### src/rtl/ps_prescaler3_pkg.sv
package ps_prescaler3_pkg;

   // counter width needed to hold 2^y - 1 for every exponent of the given width
   function automatic int unsigned exp_cnt_width(input int unsigned exp_w);
      return (1 << exp_w) - 1;
   endfunction

   // width of the fixed stage placed ahead of the linear stage
   function automatic int unsigned pre_width(input int unsigned fix_log2,
                                             input bit square_en);
      return square_en ? fix_log2 - 1 : fix_log2;
   endfunction

endpackage

### src/rtl/ps_mod_counter.sv
module ps_mod_counter #(
   parameter int unsigned W = 4
) (
   input  logic         clk,
   input  logic         rst_n,
   input  logic         clr,
   input  logic         adv,
   input  logic [W-1:0] term,
   output logic [W-1:0] cnt,
   output logic         carry
);

   logic at_term;

   assign at_term = (cnt == term);
   assign carry   = adv & at_term;

   always_ff @(posedge clk or negedge rst_n) begin
      if (!rst_n) begin
         cnt <= '0;
      end else if (clr) begin
         cnt <= '0;
      end else if (adv) begin
         cnt <= at_term ? '0 : cnt + W'(1);
      end
   end

   // a cleared stage reads zero on the following cycle
   assert_clear_holds_R3: assert property (@(posedge clk) disable iff (!rst_n)
      clr |=> (cnt == '0));

   // the count never passes its terminal value, so no period is lengthened
   assert_cnt_in_range_R1: assert property (@(posedge clk) disable iff (!rst_n)
      cnt <= term);

endmodule

### src/rtl/ps_exp_mask.sv
module ps_exp_mask #(
   parameter int unsigned EXP_W = 3,
   parameter int unsigned CNT_W = 7
) (
   input  logic [EXP_W-1:0] exp_in,
   output logic [CNT_W-1:0] mask
);

   for (genvar i = 0; i < CNT_W; i++) begin : g_bit
      assign mask[i] = (i < int'(exp_in));
   end

endmodule

### src/rtl/ps_settings.sv
module ps_settings #(
   parameter int unsigned TVAL_W = 8,
   parameter int unsigned EXP_W  = 3
) (
   input  logic              clk,
   input  logic              rst_n,
   input  logic              load,
   input  logic [TVAL_W-1:0] x_in,
   input  logic [EXP_W-1:0]  y_in,
   output logic [TVAL_W-1:0] x_act,
   output logic [EXP_W-1:0]  y_act
);

   always_ff @(posedge clk or negedge rst_n) begin
      if (!rst_n) begin
         x_act <= '0;
         y_act <= '0;
      end else if (load) begin
         x_act <= x_in;
         y_act <= y_in;
      end
   end

endmodule

### src/rtl/ps_prescaler3.sv
module ps_prescaler3
   import ps_prescaler3_pkg::*;
#(
   parameter int unsigned TVAL_W    = 8,
   parameter int unsigned EXP_W     = 3,
   parameter int unsigned FIX_LOG2  = 2,
   parameter bit          SQUARE_EN = 1'b1
) (
   input  logic              clk,
   input  logic              rst_n,
   input  logic              run_en,
   input  logic [TVAL_W-1:0] div_lin,
   input  logic [EXP_W-1:0]  div_exp,
   output logic              tick,
   output logic              sq_out
);

   localparam int unsigned EXP_CNT_W = exp_cnt_width(EXP_W);
   localparam int unsigned PRE_W     = pre_width(FIX_LOG2, SQUARE_EN);

   if (TVAL_W < 1 || TVAL_W > 16) begin : g_bad_tval
      $error("ps_prescaler3: TVAL_W must lie in 1..16");
   end
   if (EXP_W < 1 || EXP_W > 5) begin : g_bad_exp
      $error("ps_prescaler3: EXP_W must lie in 1..5");
   end
   if (PRE_W < 1) begin : g_bad_fix
      $error("ps_prescaler3: FIX_LOG2 too small for the chosen variant");
   end

   logic [TVAL_W-1:0]    x_act;
   logic [EXP_W-1:0]     y_act;
   logic [EXP_CNT_W-1:0] exp_mask;
   logic [PRE_W-1:0]     pre_cnt;
   logic [TVAL_W-1:0]    lin_cnt;
   logic [EXP_CNT_W-1:0] exp_cnt;
   logic                 pre_carry;
   logic                 lin_carry;
   logic                 exp_carry;
   logic                 hold;

   assign hold = ~run_en;

   ps_settings #(.TVAL_W(TVAL_W), .EXP_W(EXP_W)) u_settings (
      .clk   (clk),
      .rst_n (rst_n),
      .load  (hold | tick),
      .x_in  (div_lin),
      .y_in  (div_exp),
      .x_act (x_act),
      .y_act (y_act)
   );

   ps_exp_mask #(.EXP_W(EXP_W), .CNT_W(EXP_CNT_W)) u_mask (
      .exp_in (y_act),
      .mask   (exp_mask)
   );

   // fixed stage ahead of the linear stage
   ps_mod_counter #(.W(PRE_W)) u_pre (
      .clk   (clk),
      .rst_n (rst_n),
      .clr   (hold),
      .adv   (run_en),
      .term  ({PRE_W{1'b1}}),
      .cnt   (pre_cnt),
      .carry (pre_carry)
   );

   ps_mod_counter #(.W(TVAL_W)) u_lin (
      .clk   (clk),
      .rst_n (rst_n),
      .clr   (hold),
      .adv   (pre_carry),
      .term  (x_act),
      .cnt   (lin_cnt),
      .carry (lin_carry)
   );

   ps_mod_counter #(.W(EXP_CNT_W)) u_exp (
      .clk   (clk),
      .rst_n (rst_n),
      .clr   (hold),
      .adv   (lin_carry),
      .term  (exp_mask),
      .cnt   (exp_cnt),
      .carry (exp_carry)
   );

   if (SQUARE_EN) begin : g_square
      logic [0:0] half_cnt;
      logic       half_carry;

      // trailing /2 of the fixed stage; its state is the square wave
      ps_mod_counter #(.W(1)) u_post (
         .clk   (clk),
         .rst_n (rst_n),
         .clr   (hold),
         .adv   (exp_carry),
         .term  (1'b1),
         .cnt   (half_cnt),
         .carry (half_carry)
      );

      assign tick   = half_carry;
      assign sq_out = half_cnt[0];

      assert_sq_clears_on_tick_R5: assert property (@(posedge clk) disable iff (!rst_n)
         tick |=> !sq_out);

      assert_sq_low_when_held_R3: assert property (@(posedge clk) disable iff (!rst_n)
         !run_en |=> !sq_out);
   end else begin : g_plain
      assign tick   = exp_carry;
      assign sq_out = 1'b0;
   end

   assert_one_cycle_tick_R2: assert property (@(posedge clk) disable iff (!rst_n)
      tick |=> !tick);

   assert_settings_hold_R4: assert property (@(posedge clk) disable iff (!rst_n)
      (run_en && !tick) |=> ($stable(x_act) && $stable(y_act)));

   assert_held_stages_zero_R3: assert property (@(posedge clk) disable iff (!rst_n)
      !run_en |=> (lin_cnt == '0 && exp_cnt == '0 && pre_cnt == '0));

endmodule

### config.mk
export PLATFORM = sky130hd
export DESIGN_NAME = ps_prescaler3
export DESIGN_NICKNAME = d
export VERILOG_FILES = /design/src/rtl/ps_prescaler3_pkg.sv /design/src/rtl/ps_mod_counter.sv /design/src/rtl/ps_exp_mask.sv /design/src/rtl/ps_settings.sv /design/src/rtl/ps_prescaler3.sv
export SDC_FILE = /design/constraint.sdc
export NUM_CORES = 1
export LEC_CHECK = 0
export BUFFER_PORTS_ARGS = -buffer_cell sky130_fd_sc_hd__buf_2
export CORE_MARGIN = 2
export CORE_UTILIZATION = 55
export DETAILED_ROUTE_END_ITERATION = 10
export PLACE_DENSITY = 0.75
export SYNTH_ARGS = -nofsm -noshare
export SYNTH_HDL_FRONTEND = slang
export SYNTH_SLANG_ARGS = --single-unit
### constraint.sdc
create_clock -name clk -period 2.9 [get_ports clk]
set_input_delay 0.145 -clock clk [delete_from_list [all_inputs] [get_ports clk]]
set_output_delay 0.145 -clock clk [all_outputs]
set_load 0.005 [all_outputs]
=== Yosys cells after proc, flatten, opt, wreduce, memory -nomap -nowiden ===
Cells that the tools add are included.

* Logic and storage cells: 39
* Output and inout port bits: 2
* Register bits: 28
* Input port bits: 14

* Add/sub/neg operators: 4
* Multiplexer cells: 11
* $lt $le $gt $ge: 7
* Equal/unequal tests: 5
* Bitwise gates (word level): 6

{| class="wikitable"
|+ Operators by type and width
! kind !! count
|-
| $mux 8 || 3
|-
| $mux 7 || 3
|-
| $lt 3x3->1 const A || 3
|-
| $add 8x1->8 const B || 1
|-
| $eq 8x8->1 || 1
|-
| $add 7x1->7 const B || 1
|-
| $eq 7x7->1 || 1
|-
| $lt 1x3->1 const A || 2
|-
| $lt 2x3->1 const A || 2
|-
| $ne 2x1->1 const B || 3
|-
| $mux 1 || 5
|-
| $and 1x1->1 || 4
|-
| $add 1x1->1 const B || 2
|-
| $not 1->1 || 1
|-
| $or 1x1->1 || 1
|}

=== Longest topological paths before layout ===
Gate-level depths: netlist (run 1).

* Depth in word-level cells: 5
* Depth in mapped cells: 8
* Gate-level depth less buffers: 5

=== Hierarchy ===
From an unflattened synthesis (run 1), not the netlist that was laid out.

* Cells, all modules: 152
* Area, all modules: 1630.3 µm²

{| class="wikitable"
|+ By module, submodules not included
! module !! area each (µm²) !! sequential area each (µm²) !! instances !! cells each
|-
| ps_mod_counter (u_lin) || 530.5 || 200.2 || 1 || 58
|-
| ps_mod_counter (u_exp) || 461.7 || 175.2 || 1 || 49
|-
| ps_settings || 447.9 || 275.3 || 1 || 23
|-
| ps_mod_counter (g_square.u_post ...) || 62.6 || 25.0 || 2 || 6
|-
| ps_exp_mask || 51.3 || 0.0 || 1 || 7
|-
| ps_prescaler3 || 13.8 || 0.0 || 1 || 3
|}

=== Least setup slack after synthesis (run 1) ===
No wires, ideal clock.

* Kind: flip-flop to flip-flop
* Start: register u_settings.y_act[1]
* End: register u_settings.x_act[0]
* Data arrival time: 2.123 ns
* Buffers on the path: 3
* Setup slack: 0.652 ns
* Required time: 2.775 ns
* Setup time: 0.125 ns
* Period minus slack after synthesis: 2.248 ns
* Cell stages (with the launch flop): 9
* Path through: dfrtp_1 -> buf_6 -> a2111oi_2 -> a41oi_1 -> a211o_1 -> buf_6 -> o41ai_4 -> buf_6 -> mux2_4

* Longest elaborated chain between the ends: 5
* Elaborated cells on any way between the ends: 11
* Those cells by class: order compare: 7; eq/ne: 1; bitwise: 3

{| class="wikitable"
|+ RTL lines
! what !! RTL line !! source
|-
| start: declaration || ps_settings.sv:11 || <nowiki>output logic [EXP_W-1:0] y_act</nowiki>
|-
| start signal: assignment || ps_settings.sv:20 || <nowiki>y_act <= y_in;</nowiki>
|-
| $lt 1x3->1, or another cell as far along || ps_exp_mask.sv:10 || <nowiki>assign mask[i] = (i < int'(exp_in));</nowiki>
|-
| $eq 7x7->1 (*) || ps_mod_counter.sv:15 || <nowiki>assign at_term = (cnt == term);</nowiki>
|-
| $and 1x1->1 (*) (2 in series) || ps_mod_counter.sv:16 || <nowiki>assign carry = adv & at_term;</nowiki>
|-
| $or 1x1->1 (*) || ps_prescaler3.sv:47 || <nowiki>.load (hold | tick),</nowiki>
|-
| end signal: assignment || ps_settings.sv:19 || <nowiki>x_act <= x_in;</nowiki>
|-
| end: declaration || ps_settings.sv:10 || <nowiki>output logic [TVAL_W-1:0] x_act,</nowiki>
|}

Mark *: on every way between the ends. The rest lies on a longest branch, timed or not.
A chain may end at the register's enable or synchronous reset.

=== Final worst setup path (run 1) ===
* Start: register u_lin.cnt[4]
* End: register u_settings.x_act[5]

* Longest elaborated chain between the ends: 5

{| class="wikitable"
|+ RTL lines
! what !! RTL line !! source
|-
| start: declaration || ps_mod_counter.sv:9 || <nowiki>output logic [W-1:0] cnt,</nowiki>
|-
| start signal: assignment || ps_mod_counter.sv:24 || <nowiki>cnt <= at_term ? '0 : cnt + W'(1);</nowiki>
|-
| $eq 8x8->1 || ps_mod_counter.sv:15 ||
|-
| $and 1x1->1 (3 in series) || ps_mod_counter.sv:16 ||
|-
| $or 1x1->1 || ps_prescaler3.sv:47 ||
|}

Every way passes these cells.

==> results of run 1 <==
==> stage by stage <==
step	area (µm²)	hold WS, ns
3_3_place_gp	1700	0.186
5_1_grt	1740	0.0179
4_1_cts	1740	0.0275
3_5_place_dp	1700	0.200
2_1_floorplan	1620	-0.151
6_report	1740	0.0361
==> how the worst max path moves through the flow <==
stage / startpoint / end / cells past startpoint
2_1_floorplan: u_settings.y_act[1] / u_settings.x_act[0] / 8
3_3_place_gp: u_settings.y_act[1] / u_settings.x_act[5] / 6
3_5_place_dp: u_lin.cnt[4] / u_settings.x_act[5] / 6
4_1_cts: u_lin.cnt[4] / u_settings.x_act[5] / 6
5_1_grt: u_lin.cnt[4] / u_settings.x_act[5] / 6
6_report: u_lin.cnt[4] / u_settings.x_act[5] / 6
==> routing by layer <==
metal	up-vias	track usage, %
met2	37	36.8
met5	-	0
met1	579	26.6
li1	598	-
met3	6	1.98
met4	0	5.98
==> cells by family after synthesis <==
| kind of cell | synth area share, % |
|---|---|
| AOI/OAI and AO/OA | 19.3 |
| and+or+nand+nor | 14.6 |
| muxes | 11.3 |
| buffers and inverters | 4.71 |
| DFF | 43.2 |
| adders and majority gates | 1.54 |
| xor gates and xnor gates | 5.40 |
==> layout make-up <==
class / count / share of cell area, %
clock buffers: 3 / 1.30
well taps: 31 / 2.23
inverters: 8 / 1.73
repair buffers: 18 / 5.76
multi-input cells: 109 / 48.6
flip-flops and latches: 28 / 40.3
==> repair_timing <==
item	CTS	global route
setup endpoints to repair	0	0
hold buffers	1	0
gates resized for setup	0	0
setup buffers	0	0
endpoints found under the hold margin	28	0
==> Yosys cell counts, types with 2 or more instances <==
master / instances
mux2_4: 10
and3_1: 6
a211oi_1: 4
xor2_1: 9
nand3_1: 6
buf_6: 3
nand2_1: 12
inv_1: 8
o22ai_1: 2
dfrtp_1: 28
nor2_1: 6
nor2b_1: 2
nor4_2: 2
mux2_2: 2
clkbuf_1: 2
a22o_1: 3
ha_1: 2
nor4_1: 3
a21oi_1: 2
o21ai_0: 12
o221ai_1: 5
a31oi_1: 3
==> power breakdown <==
| part | leakage, nW | switching [W] | total [W] | internal, W |
|---|---|---|---|---|
| combinational | 0.432 | 0.0000481 | 0.000100 | 0.0000520 |
| clock | 0.0138 | 0.000111 | 0.000160 | 0.0000487 |
| sequential | 0.364 | 0.0000239 | 0.000433 | 0.000409 |
| total | 0.809 | 0.000183 | 0.000693 | 0.000510 |
==> state kept, by name, summed over array words and instances, names as in the netlist <==
signal               count
u_lin.cnt                8
u_pre.cnt                1
u_settings.y_act         3
g_square.u_post.cnt      1
u_exp.cnt                7
u_settings.x_act         8
==> out/metrics.cfg, run 1 <==
[setup_path]
reg2reg_depth=6
start_kind=register
arrival_ns=2.68
crit_path_end_kind=register
cp_slowest_cell=nor4_2
path_buf_inv=1
r2r-start=u_lin.cnt[4]
cpPeakStageDelay_ns=0.49
cpLargestDelayFamily=simple AND/OR/NAND/NOR gates
critPathKind=reg -> reg
r2r_setup_slack_ns=0.45
critPathMaxFanout=11
reg2reg_to=u_settings.x_act[5]
worstPathRequired_ns=3.13
path_cells=xor2_1 -> nor4_2 -> nand4_1 -> o41ai_4 -> buf_4 -> mux2_2

[detailed_routing]
totalWireLength_mm=3.27
highest_layer=met4
drc=0
drt_iter0_markers=135
route.met3.wl_um=108
viasPerCell=6.19
drtPass1Iterations=4
antenna_left=0
met2_wirelength_mm=1.75
wl_per_cell_um=16.6
wl_met1_mm=1.37
via_count=1220

[floorplan]
rows=19
die-area_mm2=0.00340
die_h_um=58.3
ios=16
start_util_pct=58.3
die_x_um=58.3
core_mm2=0.00278

[sta]
finalHoldViolations=0
grt_setup_unrepaired=no
max_freq_ghz=0.408
tns_ns=0
slew_violations=0
fin_crit_sh_pct=84.5
relSlewSlack_pct=35.9
final.setup_skew_ns=0.00640
worstMarginPinSlew_ns=0.957
setup_violations=0
period_minus_slack_ns=2.45
layout_setup_ws_ns=0.449

[layout]
seqCellArea_um2=701
area_delta_synth_final_pct=7.10
final_cell_mix=dfrtp_1, buf_2, nand2_1, o21ai_0, mux2_4
final_common_cell=dfrtp_1
fin_util_pct=62.4
drive_above_1_share_pct=22.3
fill_cells=224
fin_cells=197
multiInputGateArea_um2=845
antennaDiodeCount=0
fin_nets=184

[grt]
grt_pass1_wl_mm=5.28
overflow=0
grt_max_degree=29
antenna_found_initial=0
grt_pass1_vias=1118
grt_usage_pct=20.6

[placed_design]
place_congestion=0.953
dp_cells=193
numPortBuffers=15
dp_slack_ns=0.467
place_hpwl_mm=2.35

[hold_path]
whs_path_depth=2
hold_class=in -> reg
hp-start=div_lin[7]
holdPathEnd=u_settings.x_act[7]

[synthesis]
syn-num-nets=167
synthCells=151
yosys.area.top_type=dfrtp_1
ys.flop_type=dfrtp_1
synth_enable_flop_cells=0
seq_area_frac_synth_pct=43.2
yosysTopAreaCellShare_pct=43.2
synth_cell_types=41
yosys_warnings=0
async_reset_ff_share_pct=100
ys_seq_elements=28
avgSynthCellArea_um2=10.7
ys_top_cells_by_area=dfrtp_1, mux2_4, xor2_1
synth_area_mm2=0.00162

[power]
p_leak_nw=0.809
ir_drop_v=0.000295
p_total_w=0.000693
p_per_area_mw_per_mm2=399

[clocking]
insertion_delay_ns=0.32
cts_max_level=1
cts_buffers=3
cts_sinks=28
root_buffer=clkbuf_4
cts_tree=done
cts.clk_slew.worst_paths_ns=0.15
clockBufferDepth=2

[status]
status=completed

[flow_run]
maxCapViolCount=0

No activity file was read; power rests on OpenSTA's default activity.
==> inputs of run 2 (changes only) <==
--- a/config.mk
+++ b/config.mk
@@ -5,6 +5,7 @@
 export SDC_FILE = /design/constraint.sdc
 export NUM_CORES = 1
 export LEC_CHECK = 0
+export ABC_AREA = 1
 export BUFFER_PORTS_ARGS = -buffer_cell sky130_fd_sc_hd__buf_2
 export CORE_MARGIN = 2
 export CORE_UTILIZATION = 55
==> constraint.sdc (replaced) <==
create_clock -name clk -period 2.5 [get_ports clk]
set_input_delay 0.125 -clock clk [delete_from_list [all_inputs] [get_ports clk]]
set_output_delay 0.125 -clock clk [all_outputs]
set_load 0.005 [all_outputs]
==> run 2 against run 1 <==
The flow now finishes with violations (design-rule violations). Largest cell class unchanged. Critical endpoint is now tick. Clock skew shrank 0.00071 ns. Utilization grew 3.7 points. Worst hold slack lost 0.025 ns.
==> out/metrics.cfg, run 2 <==
[synthesis]
synthMuxAreaShare_pct=0  ; was 11.3%
yosys.area.top_type=dfrtp_1  ; unchanged
syn-num-nets=224  ; was 167
synth_cell_types=24  ; was 41
synth.top_cells.by_count=nand2_1, dfrtp_1, nand3_1  ; was dfrtp_1, nand2_1, o21ai_0
ys.flop_type=dfrtp_1  ; unchanged
synth_top_family_by_area=simple AND/OR/NAND/NOR gates  ; was compound AO/OA/AOI/OAI gates
avgSynthCellArea_um2=7.99  ; was 10.7 µm²
seq_area_frac_synth_pct=42.2  ; was 43.2%
yosysTopAreaCellShare_pct=42.2  ; was 43.2%
synth-simple-area-share_pct=32.1  ; was 14.6%
synth-xor-area-share_pct=7.83  ; was 5.40%
synth_enable_flop_cells=0  ; unchanged
synthCells=208  ; was 151
synth_area_mm2=0.00166  ; was 0.00162 mm²
yosys_warnings=0  ; unchanged
ys_seq_elements=28  ; unchanged
yosysMostFrequentCell=nand2_1  ; was dfrtp_1
synth-adder-area-share_pct=1.51  ; was 1.54%
ys_top_cells_by_area=dfrtp_1, nand2_1, nand3_1  ; was dfrtp_1, mux2_4, xor2_1
synth_compound_area_share_pct=6.63  ; was 19.3%
async_reset_ff_share_pct=100  ; unchanged

[detailed_routing]
drtPass1Iterations=7  ; was 4
drt_iter0_markers=38  ; was 135
highest_layer=met4  ; unchanged
antenna_left=0  ; unchanged
via_count=1385  ; was 1,220
totalWireLength_mm=3.46  ; was 3.27 mm
viasPerCell=5.27  ; was 6.19
route.met3.wl_um=120  ; was 108 µm
met2_wirelength_mm=1.63  ; was 1.75 mm
wl_per_cell_um=13.2  ; was 16.6 µm
wl_met1_mm=1.70  ; was 1.37 mm
drc=1  ; was 0

[placed_design]
numPortBuffers=15  ; unchanged
place_hpwl_mm=2.54  ; was 2.35 mm
dp_cells=249  ; was 193
place_congestion=0.877  ; was 0.953
dpl-instance-area_mm2=0.00172  ; was 0.00170 mm²

[clocking]
cts_sinks=28  ; unchanged
cts_setup_buffers=0  ; unchanged
root_buffer=clkbuf_4  ; unchanged
cts_max_level=1  ; unchanged
cts.clk_slew.worst_paths_ns=0.15  ; about the same
cts_resized=0  ; unchanged
holdBufCountCts=10  ; was 1
cts_tree=done  ; unchanged
insertion_delay_ns=0.33  ; was 0.32 ns
cts_buffers=3  ; unchanged
clockBufferDepth=2  ; unchanged

[setup_path]
critPathMaxFanout=13  ; was 11
worstPathRequired_ns=2.38  ; was 3.13 ns
critPathKind=reg -> out  ; was reg -> reg
crit_path_end_kind=output pin  ; was register
startpoint=u_settings.y_act[2]  ; was u_lin.cnt[4]
start_kind=register  ; unchanged
r2r-start=u_settings.y_act[2]  ; was u_lin.cnt[4]
arrival_ns=1.87  ; was 2.68 ns

[grt]
grt_pass1_vias=1327  ; was 1,118
grt_max_degree=29  ; unchanged
overflow=0  ; unchanged
grt_usage_pct=22.3  ; was 20.6%
antenna_found_initial=0  ; unchanged
grt_pass1_wl_mm=5.87  ; was 5.28 mm

[floorplan]
die_h_um=59.0  ; was 58.3 µm
die_x_um=59.0  ; was 58.3 µm
core_mm2=0.00281  ; was 0.00278 mm²
rows=19  ; unchanged
start_util_pct=59.2  ; was 58.3%
die-area_mm2=0.00348  ; was 0.00340 mm²
ios=16  ; unchanged

[layout]
area_delta_synth_final_pct=11.6  ; was 7.10%
antennaDiodeCount=0  ; unchanged
reg_top3=u_lin.cnt (8), u_settings.x_act (8), u_exp.cnt (7)  ; unchanged
final_common_cell=nand2_1  ; was dfrtp_1
final_cell_mix=nand2_1, dfrtp_1, nand3_1  ; was dfrtp_1, buf_2, nand2_1, o21ai_0, mux2_4
fin_cells=263  ; was 197
fin_nets=249  ; was 184
drive_above_1_share_pct=19.8  ; was 22.3%
final_area_mm2=0.00185  ; was 0.00174 mm²

[sta]
tns_ns=0  ; unchanged
fin_crit_sh_pct=79.6
slew_violations=0  ; unchanged
relSlewSlack_pct=59.2  ; was 35.9%
fin_hold_ws_ns=0.0115  ; was 0.0361 ns
final.setup_skew_ns=0.00569  ; was 0.00640 ns
worstMarginPinSlew_ns=0.612  ; was 0.957 ns
setup_violations=0  ; unchanged
grt_setup_unrepaired=no  ; unchanged
finalHoldViolations=0  ; unchanged
period_minus_slack_ns=1.99
max_freq_ghz=0.502

[hold_path]
hp-start=div_lin[5]  ; was div_lin[7]
hold_class=in -> reg  ; unchanged

[power]
p_leak_nw=0.888  ; was 0.809 nW
p_per_area_mw_per_mm2=459  ; was 399 mW/mm²
ir_drop_v=0.000447  ; was 0.000295 V

[flow_run]
maxCapViolCount=0  ; unchanged

[status]
violations=design-rule violations
status=finished with violations  ; was completed

[run 2: cell types whose count changed after synthesis, moves of 6 or more]
cell | previous run | this run
and3_1 | 6 | 0
inv_2 | 0 | 6
o22ai_1 | 2 | 8
inv_1 | 8 | 22
nand3_1 | 6 | 25
mux2_4 | 10 | 0
nand2_2 | 0 | 13
nand2_1 | 12 | 52
[run 2: path summary, 6_finish.rpt]
| path | slack, ns | cells after the start | end |
|---|---|---|---|
| setup / recovery | 0.51 | 7 | tick |
| hold / removal | 0.01 | 3 | u_settings.x_act[5] |
| setup reg to reg | 0.77 | 8 | u_settings.x_act[6] |
| hold reg to reg | 0.49 | 1 | u_pre.cnt |
| max in group asynchronous | 1.79 | 2 | u_settings.x_act[0] |
| min in group asynchronous | 0.31 | 2 | u_exp.cnt[3] |
[run 2: cell families after synthesis]
logic type | count (synthesis)
DFF | 28
AOI/OAI and AO/OA | 20
and+or+nand+nor | 111
xor gates and xnor gates | 14
buffers and inverters | 33
adders and majority gates | 2
[run 2: layer usage]
layer / track usage (%) / up-vias
met5: 0 / -
met4: 3.25 / 0
met3: 4.18 / 2
met2: 35.7 / 30
met1: 32.4 / 651
li1: - / 702
[run 2: stage by stage]
stage / util [%] / worst slack (ns) / total power, W
4_1_cts: 66.1 / 0.495 / 0.000854
5_1_grt: 66.1 / 0.344 / 0.000892
6_report: 66.1 / 0.509 / 0.000851
3_5_place_dp: 61.2 / 0.792 / 0.000622
2_1_floorplan: - / 1.03 / 0.000588
3_3_place_gp: 61.2 / 0.862 / 0.000616
[run 2: area by class of cell]
cell class | instances | area [µm²]
flip-flops and latches | 28 | 701
inverters | 28 | 105
multi-input cells | 147 | 798
repair buffers | 25 | 175
fillers | 244 | 951
well taps | 31 | 38.8
clock buffers | 4 | 36.3
[run 2: where the power goes]
group          switching, W  internal (W)  total [W]
clock              0.000137     0.0000892   0.000227
combinational     0.0000733     0.0000534   0.000127
sequential        0.0000254      0.000472   0.000498
total              0.000236      0.000615   0.000851
[run 2: critical path: stages, from the launching register on]
cell and delay [ns]:
dfrtp_1 0.55, inv_1 0.11, o21ai_0 0.22, nand3_2 0.13, nor2_4 0.16, nand3_4 0.17, inv_1 0.09, buf_2 0.11
